`config.mk`:
```
export PLATFORM = sky130hd
export DESIGN_NAME = dma_param_engine
export DESIGN_NICKNAME = d
export VERILOG_FILES = /design/src/rtl/dma_param_engine.sv
export SDC_FILE = /design/constraint.sdc
export NUM_CORES = 1
export LEC_CHECK = 0
export BUFFER_PORTS_ARGS = -buffer_cell sky130_fd_sc_hd__buf_2
export CAP_MARGIN = 40
export CORE_UTILIZATION = 25
export CTS_CLUSTER_DIAMETER = 50
export DETAILED_ROUTE_END_ITERATION = 7
export GPL_TIMING_DRIVEN = 1
export HOLD_SLACK_MARGIN = 0.12
export MAX_ROUTING_LAYER = met4
export SLEW_MARGIN = 10
export SYNTH_ARGS = -nofsm -noshare
export SYNTH_HDL_FRONTEND = slang
export SYNTH_SLANG_ARGS = --single-unit
```
`constraint.sdc`:
```
create_clock -name clk -period 7.05 [get_ports clk]
set_input_delay 1.41 -clock clk [delete_from_list [all_inputs] [get_ports clk]]
set_output_delay 1.41 -clock clk [all_outputs]
set_load 0.01 [all_outputs]
```
`src/rtl/dma_param_engine.sv`:
```
module dma_param_engine #(
  parameter int IDX_W  = 18,
  parameter int CNT_W  = 16,
  parameter int ADDR_W = 32,
  parameter int DATA_W = 32,
  parameter logic [ADDR_W-1:0] BASE = 32'h0004_0000
) (
  input  logic              clk,
  input  logic              rst_n,
  input  logic              wr_en,
  input  logic [2:0]        wr_sel,
  input  logic [DATA_W-1:0] wr_data,
  input  logic              port_req,
  input  logic              grant,
  output logic              dma_req,
  output logic              mem_strobe,
  output logic [ADDR_W-1:0] mem_addr,
  output logic              irq,
  output logic              chain_req,
  output logic [IDX_W-1:0]  chain_ptr,
  input  logic              chain_ack,
  output logic [DATA_W-1:0] gp_value
);
  localparam logic [2:0] SEL_IDX = 3'd0, SEL_MOD = 3'd1, SEL_CNT = 3'd2,
                         SEL_CP  = 3'd3, SEL_GP  = 3'd4, SEL_CTL = 3'd5;
  localparam logic [ADDR_W-1:0] ADDR_TOP = BASE + (ADDR_W'(1) << IDX_W);

  logic [IDX_W-1:0] idx, modv;
  logic [CNT_W-1:0] cnt;
  logic [1:0]       ctl_q, ctl_eff;
  logic             finished, last;

  wire wr_idx = wr_en && wr_sel == SEL_IDX;
  wire wr_cnt = wr_en && wr_sel == SEL_CNT;
  wire wr_cp  = wr_en && wr_sel == SEL_CP;

  assign dma_req    = port_req && ctl_eff[0] && !finished && !chain_req;
  assign mem_strobe = dma_req && grant;
  assign mem_addr   = BASE + {{(ADDR_W-IDX_W){1'b0}}, idx};
  assign last       = mem_strobe && cnt == CNT_W'(1);

  always_ff @(posedge clk) begin
    if (wr_idx) idx <= wr_data[IDX_W-1:0];
    else if (mem_strobe) idx <= idx + modv;
    if (wr_cnt) cnt <= wr_data[CNT_W-1:0];
    else if (mem_strobe) cnt <= cnt - CNT_W'(1);
    if (wr_en && wr_sel == SEL_MOD) modv <= wr_data[IDX_W-1:0];
    if (wr_cp) chain_ptr <= wr_data[IDX_W-1:0];
    if (wr_en && wr_sel == SEL_GP) gp_value <= wr_data;
  end

  always_ff @(posedge clk or negedge rst_n) begin
    if (!rst_n) begin
      ctl_q     <= 2'b00;
      ctl_eff   <= 2'b00;
      finished  <= 1'b0;
      chain_req <= 1'b0;
      irq       <= 1'b0;
    end else begin
      if (wr_en && wr_sel == SEL_CTL) ctl_q <= wr_data[1:0];
      ctl_eff <= ctl_q;
      irq     <= last;
      if (!ctl_eff[0]) finished <= 1'b0;
      else if (chain_req && chain_ack) finished <= 1'b0;
      else if (last) finished <= 1'b1;
      if (chain_req && chain_ack) chain_req <= 1'b0;
      else if (last && ctl_eff == 2'b11) chain_req <= 1'b1;
      else if (wr_cp && ctl_eff == 2'b10) chain_req <= 1'b1;
    end
  end

  AST_IRQ_PULSE: assert property (@(posedge clk) disable iff (!rst_n)
    irq |=> !irq);
  AST_COUNT_STEP: assert property (@(posedge clk) disable iff (!rst_n)
    $past(mem_strobe) && !$past(wr_cnt) |-> cnt == $past(cnt) - CNT_W'(1));
  AST_IRQ_AT_ZERO: assert property (@(posedge clk) disable iff (!rst_n)
    irq && !$past(wr_cnt) |-> cnt == '0);
  AST_DISABLED_IDLE: assert property (@(posedge clk) disable iff (!rst_n)
    !$past(ctl_q[0]) |-> !mem_strobe);
  AST_CHAIN_HOLD: assert property (@(posedge clk) disable iff (!rst_n)
    chain_req && !chain_ack && !wr_cp |=> chain_req && $stable(chain_ptr));
  AST_ADDR_RANGE: assert property (@(posedge clk) disable iff (!rst_n)
    mem_strobe |-> mem_addr >= BASE && mem_addr < ADDR_TOP);
endmodule

```
==> run summary, run 1 <==
Die Height: 143.6 um
Critical-path maximum fanout: 4
Status: complete, no violations
Final worst path period share: 0.4898
Top cell type's share of synthesized area: 0.6112
# setup viols final: 0
Avg Cell Area, Syn: 13.43 um^2
R2R cell count: 9
Crit. End Element: output pin
Multi-input gate area: 0.001654 mm^2
Top Layer Used: met4
H-tree Lvls: 3
Worst reg2reg setup slack: 4.28 ns
Number of buffers created by CTS: 9
Die Area: 0.02061 mm^2
Clock share of power: 0.342
CTS Buffer Depth: 2
Max-cap violations: 0
Synth area leader: edfxtp_1
Mapped cell area: 0.005011 mm^2
Total power: 1.474 mW
Hold_buf cts: 0
Postcts setup bufs: 0
Worst-path clk slew: 0.07 ns
Port buffer count: 112
Commonest non-fill, non-tap cells in the layout: buf_2, edfxtp_1, nand2_1, nor2_1, a21oi_1
Placed Area: 0.005867 mm^2
Ys flop type: edfxtp_1
Routed via count: 3238
Cells after Synth: 373
Initial antenna violation count: 0
VDD IR-drop max: 0.1370 mV
Post-CTS Resized: 0
Largest net degree at the start of global routing: 33
Drt initial violations: 224
Vias per inst: 4.249
Synth Register Bits: 109
Fin Setup TNS: 0 ns
Met3 WL post-DR: 382 um
Layout cells sized above 1: 0.2998
Metal2 WL: 6345 um
Worst EP required: 5.64 ns
Routed WL: 11930 um
Number of global-route vias before repair: 3359
Grt ovf: 0
Combinational power share: 0.135
Final min period: 3.453 ns
Final hold vios: 0
Hold Crit Class: reg2reg
Sink Count: 109
DR pass1 iterations: 4
First-pass GRT wire length: 18310 um
R2R Path End: idx[12]
WP data arrival: 2.04 ns
Switch share: 0.2459
YS warnings: 0
Area grow syn2layout: 22.92%
Routability congestion estimate from global placement: 0.8381
Root buffer selected by CTS: clkbuf_16
Drc violations: 0
Ports: 127
P_leak: 2.344 nW
Sequential element share of the synthesized area: 0.6462
Count of final max-slew check failures: 0
F_max: 289.6 MHz
Diode count: 0
Kind of critical path: in2out
Layout Nets: 553
Routed wire per std cell: 15.65 um
CTS tree: yes
Slew HR: 0.6284
Die width: 143.6 um
Crit. Startpoint: port_req
Power per standard cell area: 239.3 mW/mm^2
M1 WL: 5020 um
Design Area, Final: 0.006160 mm^2
Flip-flop and latch area: 0.003238 mm^2
Sequential power share: 0.524
Switching power total: 362.5 uW
Tightest Pin Transition: 0.5575 ns
Launch point of the worst reg-to-reg path: idx[0]
DP HPWL: 8767 um
RSZ-0062 raised after global routing: no
Fillers: 2003
EDFF count, synth: 102
Yosys cell types: 54
Setup Skew: 0.007791 ns
Internal power: 1.111 mW
Top cells by area, synth: edfxtp_1, ha_1, dfrtp_1, nand2_1, xnor2_1
CORE AREA: 0.01953 mm^2
Crit path to: mem_strobe
ANT nets after route: 0
Worst skew pair latency: 0.34 ns
Commonest non-fill, non-tap cell in the layout: buf_2
Cell Rows: 51
CP Launch Type: input pin
Total track usage: 0.1232
Initial core utilization: 0.2566
Asr flop ratio synth: 0.06422
==> cell families after synthesis <==
family / count (synthesis) / share of synthesized area
flops: 109 / 0.6462
other cells: 2 / 0.001499
fa+ha+maj: 20 / 0.05144
mux: 3 / 0.006492
xor+xnor: 28 / 0.04894
buf+inv: 27 / 0.03271
compound gates: 75 / 0.1004
simple gates: 109 / 0.1124
==> flip-flops by register name (all words and copies together), names as in the netlist <==
register,cells
irq,1
ctl_q,2
ctl_eff,2
chain_ptr,18
cnt,16
finished,1
gp_value,32
modv,18
chain_req,1
idx,18
==> critical path, cell delays in order <==
cell     delay, ns
buf_2         0.07
nand2_1       0.04
nor3_1        0.17
nand2_1       0.15
inv_1         0.07
buf_2         0.12
==> layout make-up <==
type | instances | share of cell area
clock buffer | 11 | 0.03778
inverter | 4 | 0.002438
multi-input combinational | 249 | 0.2685
tap | 265 | 0.05383
timing repair buffer | 119 | 0.1020
sequential | 109 | 0.5257
clock inverter | 5 | 0.009750
==> metal layers <==
metal,vias to the layer above,GRT usage
met2,55,0.2103
met4,0,0.04423
met1,1584,0.1455
met3,9,0.02133
li1,1590,-
met5,-,-
==> worst min path at each step <==
stage	cells after the start	start	to
3_5_place_dp	0	ctl_q[0]	ctl_eff[0]
3_3_place_gp	0	ctl_q[0]	ctl_eff[0]
2_1_floorplan	0	ctl_q[0]	ctl_eff[0]
5_1_grt	0	ctl_q[1]	ctl_eff[1]
4_1_cts	0	ctl_q[0]	ctl_eff[0]
6_report	0	ctl_q[0]	ctl_eff[0]
==> synth_stat cells, types with 2 or more instances <==
cell        n
a21o_1      7
a21oi_1    24
a21oi_2     2
a31oi_1     2
and3_1      4
buf_2       2
buf_4      14
clkbuf_1    6
conb_1      2
dfrtp_1     7
edfxtp_1  102
ha_1       19
inv_1       4
mux2_2      2
nand2_1    45
nand3_1     4
nand4_1     2
nand4b_1    2
nor2_1     26
nor2b_1     5
nor3_1      7
nor4_2      3
o211ai_1    2
o21a_1      2
o21ai_0    11
o21ai_1    12
o21bai_1    2
xnor2_1    18
xor2_1     10
==> per-stage QoR <==
step,util,std cells,setup WS (ns),hold WS [ns]
3_5_place_dp,0.3005,746,3.586,0.3639
4_1_cts,0.3155,762,3.588,0.3796
3_3_place_gp,0.2989,744,3.611,0.3516
2_1_floorplan,-,385,3.616,0.3486
6_report,0.3155,762,3.597,0.3757
5_1_grt,0.3155,762,3.456,0.3844
==> power groups by stage <==
stage / Sequential (mW) / Clock [mW] / Combinational (mW)
floorplan: 0.792 / 0 / 0.125
global placement: 0.785 / 0 / 0.192
detailed placement: 0.786 / 0 / 0.199
CTS: 0.772 / 0.516 / 0.201
global route: 0.776 / 0.541 / 0.221
finish: 0.772 / 0.504 / 0.198
No activity file was read; power rests on OpenSTA's default activity.
==> inputs of run 2 (changes only) <==
Clock period 7.05 ns to 2.9 ns, I/O delays scaled along.
==> run 2 against run 1 <==
Compared with the run above:
- global-route usage hardly changed
- setup slack worse by 3.3 ns
- count of clock-buffer cells in the layout is 2 lower
- register-to-register slack worse by 4.0 ns
- clock power is 150% higher
- hold slack better by 0.011 ns
- total power is 140% higher
- utilization is 0.15 points higher
- sequential share of layout area is 0.26 points lower
- non-clock buffer count is 3 higher
==> run summary, run 2 (synthesis results as in run 1) <==
H-tree Lvls: 3 (unchanged)
Ports: 127 (unchanged)
Power per standard cell area: 582.0 mW/mm^2 (+140%)
Routed via count: 3265 (+0.83%)
Hold path start: ctl_q[0]
Critical-path maximum fanout: 3 (-1)
Die Area: 0.02061 mm^2 (unchanged)
Crit. Startpoint: idx[0]
RSZ-0062 raised after global routing: no
Largest reg by FF count: gp_value
Crit. End Element: register
Worst skew pair latency: 0.35 ns (about the same)
CTS tree: yes
Commonest non-fill, non-tap cells in the layout: buf_2, edfxtp_1, nand2_1, nor2_1, a21oi_1
CP Launch Type: register
Port buffer count: 112 (unchanged)
Routed wire per std cell: 15.46 um (-1.3%)
Root buffer selected by CTS: clkbuf_16
Flip-flop count of the largest register after layout: 32 (unchanged)
F_max: 377.4 MHz
R2R cell count: 9 (unchanged)
WP data arrival: 2.74 ns (+0.70 ns)
# setup viols final: 0 (unchanged)
Layout cells sized above 1: 0.3080 (+0.008201)
Launch point of the worst reg-to-reg path: idx[0]
Hold path depth: 0 (unchanged)
Drt initial violations: 192 (-14%)
VDD IR-drop max: 0.3258 mV (+140%)
Max-cap violations: 0 (unchanged)
Setup Skew: 0.004526 ns (-0.003265 ns)
Routability congestion estimate from global placement: 0.8293 (-1.0%)
Layout Nets: 556 (+0.54%)
Fin Setup TNS: 0 ns (unchanged)
Worst EP required: 2.99 ns (-2.65 ns)
Final worst path period share: 0.9136
Hold path endpoint: ctl_eff[0]
CTS Buffer Depth: 2 (unchanged)
Worst reg2reg setup slack: 0.25 ns (-4.03 ns)
ANT nets after route: 0 (unchanged)
Sink Count: 109 (unchanged)
Number of global-route vias before repair: 3302 (-1.7%)
Diode count: 0 (unchanged)
CORE AREA: 0.01953 mm^2 (unchanged)
Final core utilization: 0.3170 (+0.001537)
Status: complete, no violations
Area grow syn2layout: 23.52%
Worst-path clk slew: 0.07 ns (about the same)
Count of final max-slew check failures: 0 (unchanged)
DR pass1 iterations: 4 (unchanged)
Drc violations: 0 (unchanged)
Routed WL: 11830 um (-0.86%)
Grt ovf: 0 (unchanged)
Final hold vios: 0 (unchanged)
Die width: 143.6 um (unchanged)
First-pass GRT wire length: 18080 um (-1.3%)
Vias per inst: 4.268 (+0.44%)
DP HPWL: 8774 um (about the same)
Total track usage: 0.1232 (about the same)
Initial core utilization: 0.2566 (unchanged)
Hold_buf cts: 1 (+1)
Post-CTS Resized: 0 (unchanged)
Kind of critical path: reg2reg
Hold Crit Class: reg2reg
Number of buffers created by CTS: 9 (unchanged)
Postcts setup bufs: 0 (unchanged)
Die Height: 143.6 um (unchanged)
Cell Rows: 51 (unchanged)
R2R Path End: idx[12]
Largest net degree at the start of global routing: 33 (unchanged)
Final min period: 2.650 ns
Commonest non-fill, non-tap cell in the layout: buf_2
P_leak: 2.353 nW (+0.39%)
Initial antenna violation count: 0 (unchanged)
==> run 2: changes by cell type in the layout (fill, tap and decap cells not counted) <==
| cell | delta |
|---|---|
| buf_4 | +3 |
| clkinv_2 | +1 |
| clkinv_4 | -1 |
| clkbuf_1 | -2 |
| clkinv_1 | -1 |
| dlygate4sd3_1 | +1 |
| buf_12 | +1 |
| clkinvlp_4 | +3 |
| buf_8 | -2 |
==> run 2: worst max path at each step <==
| stage | to | slack, ns | cells after the start |
|---|---|---|---|
| global route | idx[12] | 0.1 | 9 |
| global placement | idx[12] | 0.29 | 9 |
| floorplan | idx[12] | 0.41 | 9 |
| finish | idx[12] | 0.25 | 9 |
| CTS | idx[12] | 0.25 | 9 |
| detailed placement | idx[12] | 0.26 | 9 |
==> run 2: stage by stage <==
step           hold WS [ns]  setup slack, ns  area, um^2  power (mW)  instances
5_1_grt              0.3693          0.09914        6190       3.765        765
6_report             0.3869           0.2505        6190       3.602        765
3_3_place_gp         0.3562           0.2861        5879       2.379        748
2_1_floorplan        0.2844           0.4120        5056       2.229        385
4_1_cts              0.3788           0.2502        6190       3.644        765
3_5_place_dp         0.3634           0.2625        5879       2.394        748
==> run 2: cell type report <==
type                       instances  area (um^2)
clock inverter                     7        75.07
inverter                           4        15.01
clock buffer                       9        225.2
tap                              265        331.6
timing repair buffer             122        650.6
sequential                       109         3238
fill                            1998        13340
multi-input combinational        249         1654
==> run 2: where the power goes <==
part | leakage [nW] | switching [mW] | internal, mW
Sequential | 1.02 | 0.0467 | 1.83
Combinational | 1.19 | 0.281 | 0.198
Clock | 0.138 | 0.574 | 0.673
==> run 2: worst max-delay path, cell delays in order (launching register included) <==
cell,delay (ns)
edfxtp_1,0.38
ha_1,0.26
fa_1,0.42
a21o_1,0.19
a21oi_1,0.26
o21bai_1,0.10
a21oi_1,0.25
o311a_1,0.28
xor2_1,0.16
a21oi_1,0.09
==> run 2: routing by layer <==
metal | global-route usage | wire (um) | vias to the layer above
li1 | - | - | 1596
met1 | 0.1394 | 4972 | 1602
met2 | 0.2052 | 6114 | 51
met3 | 0.03199 | 440 | 16
met4 | 0.05375 | 298 | 0
met5 | - | 0 | -
